==> src/rtl/adc_sp_pkg.sv <==
package adc_sp_pkg;
  localparam int WORD_W   = 32;
  localparam int SAMPLE_W = WORD_W - 2;
  localparam int FC_W     = $clog2(WORD_W + 1);
endpackage

==> src/rtl/adc_sp_sync.sv <==
module adc_sp_sync #(
  parameter int             W       = 1,
  parameter logic [W-1:0]   RST_VAL = '0
) (
  input  logic         clk_i,
  input  logic         rst_ni,
  input  logic [W-1:0] d_i,
  output logic [W-1:0] q_o
);
  for (genvar b = 0; b < W; b++) begin : g_bit
    logic [1:0] ff;
    always_ff @(posedge clk_i or negedge rst_ni) begin
      if (!rst_ni) ff <= {2{RST_VAL[b]}};
      else         ff <= {ff[0], d_i[b]};
    end
    assign q_o[b] = ff[1];
  end
endmodule

==> src/rtl/adc_sp_conv_timer.sv <==
module adc_sp_conv_timer #(
  parameter int CONV_CYCLES = 256
) (
  input  logic clk_i,
  input  logic rst_ni,
  input  logic start_i,
  output logic busy_o,
  output logic done_o
);
  localparam int CNT_W = (CONV_CYCLES > 2) ? $clog2(CONV_CYCLES) : 1;
  localparam logic [CNT_W-1:0] LOAD = CNT_W'(CONV_CYCLES - 1);

  logic [CNT_W-1:0] cnt_q;
  logic             run_q;

  always_ff @(posedge clk_i or negedge rst_ni) begin
    if (!rst_ni) begin
      run_q <= 1'b1;
      cnt_q <= LOAD;
    end else if (start_i) begin
      run_q <= 1'b1;
      cnt_q <= LOAD;
    end else if (run_q) begin
      if (cnt_q == '0) run_q <= 1'b0;
      else             cnt_q <= cnt_q - 1'b1;
    end
  end

  assign busy_o = run_q;
  assign done_o = run_q && (cnt_q == '0);
endmodule

==> src/rtl/adc_sp_frame.sv <==
module adc_sp_frame
  import adc_sp_pkg::*;
#(
  parameter int             CFG_W      = 13,
  parameter int             ABORT_MIN  = 5,
  parameter int             COMMIT_MIN = 14,
  parameter logic [CFG_W-1:0] CFG_RESET = '0
) (
  input  logic                clk_i,
  input  logic                rst_ni,
  input  logic                busy_i,
  input  logic                done_i,
  input  logic                cs_low_i,
  input  logic                cs_rise_i,
  input  logic                sclk_rise_i,
  input  logic                sclk_fall_i,
  input  logic                sdi_i,
  input  logic [SAMPLE_W-1:0] sample_i,
  output logic                start_o,
  output logic                sdo_o,
  output logic [CFG_W-1:0]    cfg_o
);
  localparam int RC_W = $clog2(CFG_W + 1);
  localparam logic [FC_W-1:0] ABORT_AT  = FC_W'(ABORT_MIN);
  localparam logic [FC_W-1:0] COMMIT_AT = FC_W'(COMMIT_MIN);
  localparam logic [FC_W-1:0] WORD_LIM  = FC_W'(WORD_W);
  localparam logic [RC_W-1:0] CFG_LIM   = RC_W'(CFG_W);

  logic [WORD_W-1:0] word_q, word_sh;
  logic [FC_W-1:0]   fall_q;
  logic [RC_W-1:0]   rise_q;
  logic [CFG_W-1:0]  cfg_sh_q, cfg_q;
  logic              active, frame_end;

  assign active    = !busy_i && cs_low_i;
  assign frame_end = !busy_i && cs_rise_i;
  assign start_o   = frame_end && (fall_q >= ABORT_AT);

  always_ff @(posedge clk_i or negedge rst_ni) begin
    if (!rst_ni) begin
      word_q   <= '0;
      fall_q   <= '0;
      rise_q   <= '0;
      cfg_sh_q <= '0;
      cfg_q    <= CFG_RESET;
    end else if (done_i) begin
      word_q   <= {2'b00, sample_i};
      fall_q   <= '0;
      rise_q   <= '0;
      cfg_sh_q <= '0;
    end else if (frame_end) begin
      if (fall_q >= COMMIT_AT) cfg_q <= cfg_sh_q;
      fall_q   <= '0;
      rise_q   <= '0;
      cfg_sh_q <= '0;
    end else if (active) begin
      if (sclk_fall_i && fall_q < WORD_LIM) fall_q <= fall_q + 1'b1;
      if (sclk_rise_i && rise_q < CFG_LIM) begin
        rise_q   <= rise_q + 1'b1;
        cfg_sh_q <= {cfg_sh_q[CFG_W-2:0], sdi_i};
      end
    end
  end

  // shifting past the last bit leaves zero on the line
  assign word_sh = word_q << fall_q;
  assign sdo_o   = busy_i ? 1'b1 : word_sh[WORD_W-1];
  assign cfg_o   = cfg_q;
endmodule

==> src/rtl/adc_serial_port.sv <==
module adc_serial_port
  import adc_sp_pkg::*;
#(
  parameter int               CONV_CYCLES = 256,
  parameter int               CFG_W       = 13,
  parameter int               ABORT_MIN   = 5,
  parameter int               COMMIT_MIN  = 14,
  parameter logic [CFG_W-1:0] CFG_RESET   = '0
) (
  input  logic                clk_i,
  input  logic                rst_ni,
  input  logic                cs_ni,
  input  logic                sclk_i,
  input  logic                sdi_i,
  input  logic [SAMPLE_W-1:0] sample_i,
  output logic                sdo_o,
  output logic                sdo_oe_o,
  output logic                busy_o,
  output logic [CFG_W-1:0]    cfg_o
);
  logic [2:0] pins_s;
  logic       cs_s, sclk_s, sdi_s;
  logic       cs_q, sclk_q;
  logic       start, done, busy;

  adc_sp_sync #(.W(3), .RST_VAL(3'b100)) i_sync (
    .clk_i (clk_i),
    .rst_ni(rst_ni),
    .d_i   ({cs_ni, sclk_i, sdi_i}),
    .q_o   (pins_s)
  );
  assign {cs_s, sclk_s, sdi_s} = pins_s;

  always_ff @(posedge clk_i or negedge rst_ni) begin
    if (!rst_ni) begin
      cs_q   <= 1'b1;
      sclk_q <= 1'b0;
    end else begin
      cs_q   <= cs_s;
      sclk_q <= sclk_s;
    end
  end

  adc_sp_conv_timer #(.CONV_CYCLES(CONV_CYCLES)) i_timer (
    .clk_i  (clk_i),
    .rst_ni (rst_ni),
    .start_i(start),
    .busy_o (busy),
    .done_o (done)
  );

  adc_sp_frame #(
    .CFG_W     (CFG_W),
    .ABORT_MIN (ABORT_MIN),
    .COMMIT_MIN(COMMIT_MIN),
    .CFG_RESET (CFG_RESET)
  ) i_frame (
    .clk_i      (clk_i),
    .rst_ni     (rst_ni),
    .busy_i     (busy),
    .done_i     (done),
    .cs_low_i   (!cs_s),
    .cs_rise_i  (cs_s && !cs_q),
    .sclk_rise_i(sclk_s && !sclk_q),
    .sclk_fall_i(!sclk_s && sclk_q),
    .sdi_i      (sdi_s),
    .sample_i   (sample_i),
    .start_o    (start),
    .sdo_o      (sdo_o),
    .cfg_o      (cfg_o)
  );

  assign sdo_oe_o = !cs_ni;
  assign busy_o   = busy;
endmodule

==> config.mk <==
export PLATFORM = sky130hd
export DESIGN_NAME = adc_serial_port
export DESIGN_NICKNAME = d
export VERILOG_FILES = /design/src/rtl/adc_sp_pkg.sv /design/src/rtl/adc_sp_sync.sv /design/src/rtl/adc_sp_conv_timer.sv /design/src/rtl/adc_sp_frame.sv /design/src/rtl/adc_serial_port.sv
export SDC_FILE = /design/constraint.sdc
export NUM_CORES = 1
export LEC_CHECK = 0
export ABC_AREA = 1
export CORE_UTILIZATION = 60
export CTS_BUF_LIST = sky130_fd_sc_hd__clkbuf_16
export CTS_CLUSTER_SIZE = 12
export DETAILED_ROUTE_END_ITERATION = 12
export DONT_BUFFER_PORTS = 1
export GPL_ROUTABILITY_DRIVEN = 1
export PLACE_DENSITY = 0.79
export SYNTH_ARGS = -nofsm -noshare
export SYNTH_HDL_FRONTEND = slang
export SYNTH_SLANG_ARGS = --single-unit
==> constraint.sdc <==
create_clock -name clk_i -period 2.5 [get_ports clk_i]
set_clock_uncertainty 0.05 [all_clocks]
set_input_delay 0.5 -clock clk_i [delete_from_list [all_inputs] [get_ports clk_i]]
set_output_delay 0.5 -clock clk_i [all_outputs]
set_load 0.1 [all_outputs]
==> run_results.csv, run 1 <==
group,metric,value,unit
yosys,yosysSeqAreaShare,0.538,
timing,max_freq,419,MHz
timing,maxSlewViolCount,0,
place,dpl_cell_area,3980,sq um
place,dp.final_hpwl,5030,microns
routing,drc,0,
floorplan,pin_count,51,
worst_setup_path,cp-end-kind,"primary output",
global_route,grt_max_degree,84,
global_route,antenna_found_initial,0,
yosys,synth-edff-count,0,
cts,path_clk_slew,0.06,ns
timing,finalCritPeriodShare,0.956,
routing,vias,2857,
cts,h-tree-depth,3,
cts,cts_root_buf,"clkbuf_16",
cts,worstSkewPairLatency,0.34,ns
global_route,grt_usage,0.250,
flow_run,maxCapViolCount,0,
yosys,avgSynthCellArea,8.79,sq um
cts,cts_max_path_buffers,2,
timing,rsz0062_at_grt,"false",
routing,routed_wl,7520,microns
yosys,yosys.cell_types.count,30,
floorplan,die_h,82.5,microns
global_route,grt_pass1_wl,12400,microns
timing,min_period,2.39,ns
floorplan,die_width,82.5,microns
routing,ant_nets,0,
global_route,gr-total-overflow,0,
worst_setup_path,path_max_fanout,7,
cells_and_area,fillerInstances,447,
worst_setup_path,setup.worst_path.class,"reg -> out",
pwr,p_per_area,1210,nW/um^2
floorplan,rows,28,
worst_setup_path,reg2reg_depth,10,
yosys,yosysWarnings,0,
cells_and_area,nets,490,
cts,cts_buffers,9,
place,numPlacedInstances,509,
yosys,syn_inst,442,
pwr,peakVddDrop,0.676,mV
cells_and_area,syn_to_final_growth,12.6,%
global_route,grt_pass1_vias,2751,
timing,holdWs,0.00215,ns
timing,worstMarginPinSlew,0.938,ns
place,portBuffers,0,
routing,wl_per_cell,14.2,microns
floorplan,die_area,6800,sq um
worst_setup_path,r2r_slack,0.44,ns
routing,viasPerCell,5.40,
routing,dr.first_iter.drc_count,224,
cells_and_area,drive_above_1_share,0.132,
timing,slew_headroom,0.375,
yosys,syn_area,3880,sq um
worst_setup_path,crit_required,1.95,ns
worst_hold_path,hp-class,"in -> async",
yosys,synth_seq_cells,83,
worst_setup_path,r2r_end,"i_frame.rise_q[0]",
yosys,synth_fp_nets,483,
pwr,p_leak,0.00213,uW
worst_setup_path,critPathArrivalTime,1.84,ns
yosys,synth_async_sr_flop_share,1.00,
status,outcome,"finished clean",
routing,first_pass_iters,4,
place,place_congestion,0.856,
timing,setup-violations-final,0,
cts,cts.sinks,83,
floorplan,core_area,6100,sq um
cells_and_area,antennaDiodeCount,0,
cells_and_area,fin_cells,529,
cells_and_area,utilization,0.718,
floorplan,initial_utilization,0.637,
worst_setup_path,rr_startpoint,"i_timer.cnt_q[0]",
cells_and_area,design_area,4380,sq um
timing,tns,0,ns
timing,hold_viol,0,
yosys,synth_flop_cell,"dfrtp_1",
cts,cts_tree,"yes",
worst_setup_path,start_kind,"flop",
## timing repair
action | in CTS | in global routing
setup endpoints to repair | 0 | 1
hold endpoints to repair | 83 | 0
hold buffers | 1 | 0
buffers inserted | 0 | 2
gates resized for setup | 0 | 5
## kinds of logic (layout without fill, tap and decap cells)
group                    after synthesis  count (layout)  share of synthesized area
adder cells (fa/ha/maj)                6               6                     0.0193
AO/OA/AOI/OAI                         76              76                      0.102
AND/OR/NAND/NOR                      187             187                      0.207
buffers and inverters                 74              86                     0.0789
multiplexers                          13              13                     0.0473
XOR/XNOR                               3               3                    0.00676
flip-flops                            83              83                      0.538
## cells in the mapped netlist, drive strengths merged, types with 3 or more instances
master | n | share of area
a21oi | 6 | 0.0087
nor2 | 11 | 0.014
o211ai | 4 | 0.0077
clkbuf | 4 | 0.0039
o21ai | 65 | 0.084
dfstp | 12 | 0.081
nand3 | 27 | 0.035
nor3 | 3 | 0.0068
mux2 | 13 | 0.047
nand4 | 8 | 0.017
buf | 12 | 0.018
nand2 | 137 | 0.13
inv | 57 | 0.056
ha | 6 | 0.019
dfrtp | 71 | 0.46
## worst max path at each step
stage                      startpoint     to  slack [ns]  depth (start not counted)
floorplan           i_frame.fall_q[0]  sdo_o        0.02                         11
global placement    i_frame.fall_q[0]  sdo_o        0.47                         11
detailed placement  i_frame.fall_q[0]  sdo_o        0.37                         11
CTS                 i_frame.fall_q[0]  sdo_o        0.03                         11
global route        i_frame.fall_q[0]  sdo_o        0.01                          9
finish              i_frame.fall_q[0]  sdo_o        0.11                         12
## final cells by class
| type | count | area [sq um] | share of cell area |
|---|---|---|---|
| timing repair buffer | 11 | 131 | 0.0300 |
| clock inverter | 7 | 110 | 0.0252 |
| tap | 75 | 93.8 | 0.0214 |
| sequential | 83 | 2090 | 0.478 |
| timing repair inverter | 1 | 7.51 | 0.00172 |
| inverter | 58 | 228 | 0.0520 |
| clock buffer | 9 | 225 | 0.0515 |
| multi-input combinational | 285 | 1490 | 0.340 |
## cells in the final DEF (no fill, tap or decap), types with 4 or more instances in the layout
cell	instances
nand2_1	137
dfrtp_1	70
inv_1	56
o21ai_0	47
nand3_1	27
o21ai_1	18
dfstp_2	12
mux2_4	10
nor2_1	9
clkbuf_16	9
nand4_1	7
buf_4	7
ha_1	6
a21oi_1	5
o211ai_1	4
## stage by stage
stage               worst slack, ns  power [uW]
global placement              0.472        3660
global route                 0.0109        5680
CTS                          0.0290        5270
floorplan                    0.0235        3340
detailed placement            0.373        3750
finish                        0.111        5300
## power by group
group          internal (uW)  total [uW]  switching (uW)
sequential              1830        2120             290
clock                    966        1480             514
combinational            590        1700            1110
## worst max-delay path, cell delays in order, from the launching register on
cell        delay, ns
dfrtp_2          0.43
buf_4            0.15
clkinvlp_4       0.11
nand2_1          0.06
nand3_1          0.06
nand2_1          0.05
nand2_1          0.05
nand2_1          0.04
inv_1            0.05
nand2_1          0.05
nand2_1          0.05
nand3_1          0.16
buf_12           0.22
## registers in the layout, indices dropped and copies added, names as in the netlist
signal	count
i_sync.g_bit.ff	6
i_timer.cnt_q	8
i_frame.fall_q	6
i_frame.cfg_o	13
i_timer.busy_o	1
i_frame.word_q	30
i_frame.rise_q	4
sclk_q	1
cs_q	1
i_frame.cfg_sh_q	13
## per-layer routing
| layer | GRT usage | routed length [microns] | vias up |
|---|---|---|---|
| li1 | - | - | 1426 |
| met1 | 0.318 | 3300 | 1344 |
| met2 | 0.403 | 3630 | 75 |
| met3 | 0.0495 | 458 | 12 |
| met4 | 0.137 | 143 | 0 |
| met5 | 0 | 0 | - |
(Power assumes the default switching activity.)
==> run 2: changes to the inputs <==
- ABC_AREA: 1 -> unset
- SYNTH_HIERARCHICAL: unset -> 1
==> run 2 against run 1 <==
The flow now finishes with violations (hold timing, setup timing); combinational power is 87% lower; area after synthesis is 2.0% lower; total power is 42% lower; design area is 2.9% lower; first-iteration DRC count is 21% lower; critical path type unchanged; largest cell class unchanged.
==> run_results.csv, run 2 <==
group,metric,value,unit
global_route,gr-total-overflow,0,
yosys,yosysWarnings,6,
place,portBuffers,0,
worst_setup_path,critical_path.top_delay_family,"simple AND/OR/NAND/NOR gates",
global_route,grt_max_degree,84,
pwr,finalPower,3060,uW
floorplan,die_h,81.6,microns
yosys,synthSimpleGateAreaFrac,0.0986,
global_route,antenna_found_initial,0,
yosys,synth-xor-area-share,0.0161,
yosys,synth_seq_cells,83,
cells_and_area,syn_to_final_growth,11.7,%
floorplan,die_width,81.6,microns
timing,setup_ws,-0.403,ns
flow_run,maxCapViolCount,0,
floorplan,die_area,6670,sq um
pwr,p_per_area,720,nW/um^2
routing,first_pass_iters,4,
floorplan,pin_count,51,
floorplan,rows,28,
routing,viasPerCell,5.95,
place,pre_cts_ws,-0.0634,ns
global_route,grt_pass1_wl,10900,microns
cts,cts_root_buf,"clkbuf_16",
worst_setup_path,start_kind,"flop",
cells_and_area,layout_commonest_cell,"dfrtp_1",
cells_and_area,fillerInstances,402,
cells_and_area,antennaDiodeCount,0,
cells_and_area,layout_common_cells,"71 x dfrtp_1, 44 x mux2_2, 31 x nor2_1",
yosys,synth_compound_area_frac,0.0414,
place,numPlacedInstances,357,
yosys,synth-edff-count,0,
cells_and_area,nets,337,
cts,cts.sinks,83,
routing,vias,2224,
cells_and_area,drive_above_1_share,0.334,
worst_setup_path,setup.worst_path.class,"reg -> out",
yosys,yosys.cell_types.count,44,
timing,slew_headroom,0.390,
place,dp.final_hpwl,4320,microns
yosys,synthAdderAreaFrac,0.0263,
timing,hold_viol,83,
timing,setup-violations-final,1,
worst_setup_path,path_buf_inv,1,
floorplan,initial_utilization,0.632,
yosys,synth_fp_nets,326,
cells_and_area,largest_register_ffs,30,
cts,path_clk_slew,0.06,ns
place,dpl_cell_area,3920,sq um
yosys,syn_inst,283,
yosys,synth_top_family_by_area,"multiplexers",
timing,maxSlewViolCount,0,
cells_and_area,fin_cells,374,
cells_and_area,utilization,0.705,
yosys,yosys.area.top_type,"dfrtp_1",
routing,routed_wl,6600,microns
yosys,synth_mux_area_frac,0.231,
worst_setup_path,critPathArrivalTime,2.35,ns
yosys,synth_top_area_share,0.467,
cts,cts_buffers,9,
yosys,synth_async_sr_flop_share,1.00,
worst_setup_path,cp-end-kind,"primary output",
worst_setup_path,max_stage_delay,0.72,ns
yosys,synth.top_cells.by_count,"71 x dfrtp_1, 44 x mux2_2, 31 x nor2_1, 20 x mux2i_1, 12 x dfstp_2",
cts,h-tree-depth,3,
timing,max_freq,344,MHz
yosys,synth.most_common_cell,"dfrtp_1",
pwr,p_leak,0.00214,uW
status,outcome,"finished, violations left",
worst_setup_path,crit_required,1.95,ns
timing,holdWs,-0.188,ns
worst_setup_path,slowest_stage,"or4_4",
yosys,synth_flop_cell,"dfrtp_1",
cts,cts_tree,"yes",
yosys,ys_top_cells_by_area,"dfrtp_1 47%, mux2_2 13%, dfstp_2 8.3%, mux2i_1 5.3%, mux4_1 4.8%",
pwr,peakVddDrop,0.441,mV
timing,finalCritPeriodShare,1.16,
timing,worstMarginPinSlew,0.914,ns
yosys,syn_area,3810,sq um
yosys,yosysSeqAreaShare,0.550,
cells_and_area,largest_register,"i_frame/word_q",
cts,cts_max_path_buffers,2,
cells_and_area,area.sequential,2090,sq um
timing,rsz0062_at_grt,"true",
timing,min_period,2.90,ns
cells_and_area,design_area,4250,sq um
status,violations,"hold timing, setup timing",
routing,drc,0,
place,place_congestion,0.775,
routing,wl_per_cell,17.6,microns
worst_setup_path,path_max_fanout,7,
worst_hold_path,hp-class,"in -> async",
cells_and_area,multi_input_area,1570,sq um
routing,ant_nets,0,
cts,worstSkewPairLatency,0.33,ns
floorplan,core_area,6030,sq um
yosys,avgSynthCellArea,13.4,sq um
global_route,grt_usage,0.225,
worst_setup_path,path_cells,"buf_6 > mux4_2 > mux2i_1 > a2111oi_1 > or4_4",
routing,dr.first_iter.drc_count,176,
global_route,grt_pass1_vias,2237,
==> run 2: cell types whose count changed after synthesis, sizes merged, moves of 20 or more <==
| cell | before | now |
|---|---|---|
| o21ai | 65 | 3 |
| mux2 | 13 | 44 |
| inv | 57 | 10 |
| nand3 | 27 | 1 |
| nor2 | 11 | 31 |
| nand2 | 137 | 4 |
| mux2i | 0 | 20 |
==> run 2: stage by stage <==
stage | hold slack, ns | TNS [ns]
finish | -0.188 | -0.403
global route | -0.199 | -0.471
CTS | -0.194 | -0.410
detailed placement | 0.159 | -0.0634
global placement | 0.158 | -0.00420
floorplan | 0.154 | 0
==> run 2: worst paths after layout <==
check                                       from                     to  slack (ns)  depth (start not counted)
min in group clk_i                         cs_ni  i_sync/g_bit[2].ff[0]        0.12                          0
max in group asynchronous                 rst_ni  i_sync/g_bit[2].ff[0]        2.38                          0
min reg2reg                i_sync/g_bit[0].ff[0]  i_sync/g_bit[0].ff[1]        0.30                          0
max                            i_frame/fall_q[0]                  sdo_o       -0.40                          5
min                                       rst_ni     i_frame/word_q[11]       -0.19                          0
max reg2reg                    i_frame/fall_q[1]       i_timer/cnt_q[1]        0.33                          7
==> run 2: layout make-up <==
cell class              count  area share
inverters                  10     0.00883
clock buffers               9      0.0530
clock inverters             7      0.0221
repair buffers             16      0.0321
flip-flops and latches     83       0.492
multi-input cells         174       0.370
well taps                  75      0.0221
==> run 2: worst register-to-register path, delay by kind of cell (launching register included) <==
family	cells	cell delay (ns)
fa+ha+maj	1	0.19
buf+inv	2	0.35
mux	1	0.17
flops	1	0.43
simple gates	1	0.11
compound gates	2	0.80
==> run 2: logic make-up (layout without fill, tap and decap cells) <==
family                     Yosys count  in the layout
AOI/OAI and AO/OA                   19             19
xor gates and xnor gates             7              7
adders and majority gates            8              8
buffers and inverters               26             42
DFF                                 83             83
muxes                               71             71
and+or+nand+nor                     69             69
==> run 2: report_power, final <==
part / internal (uW) / total, uW / switching [uW]
clock: 872 / 1390 / 521
combinational: 115 / 226 / 111
sequential: 1400 / 1440 / 39.5
total: 2390 / 3060 / 672
==> run 2: repair_timing <==
item,in CTS,in global routing
pin swaps,0,2
resized for setup,0,6
setup endpoints to repair,1,1
endpoints found under the hold margin,83,83
buffers inserted,0,1
==> run 2: metal layers <==
layer	track usage	up-vias	routed length, microns
li1	-	1026	-
met1	0.302	1139	3000
met2	0.336	48	3170
met3	0.0744	11	289
met4	0.0930	0	131
met5	0	-	0
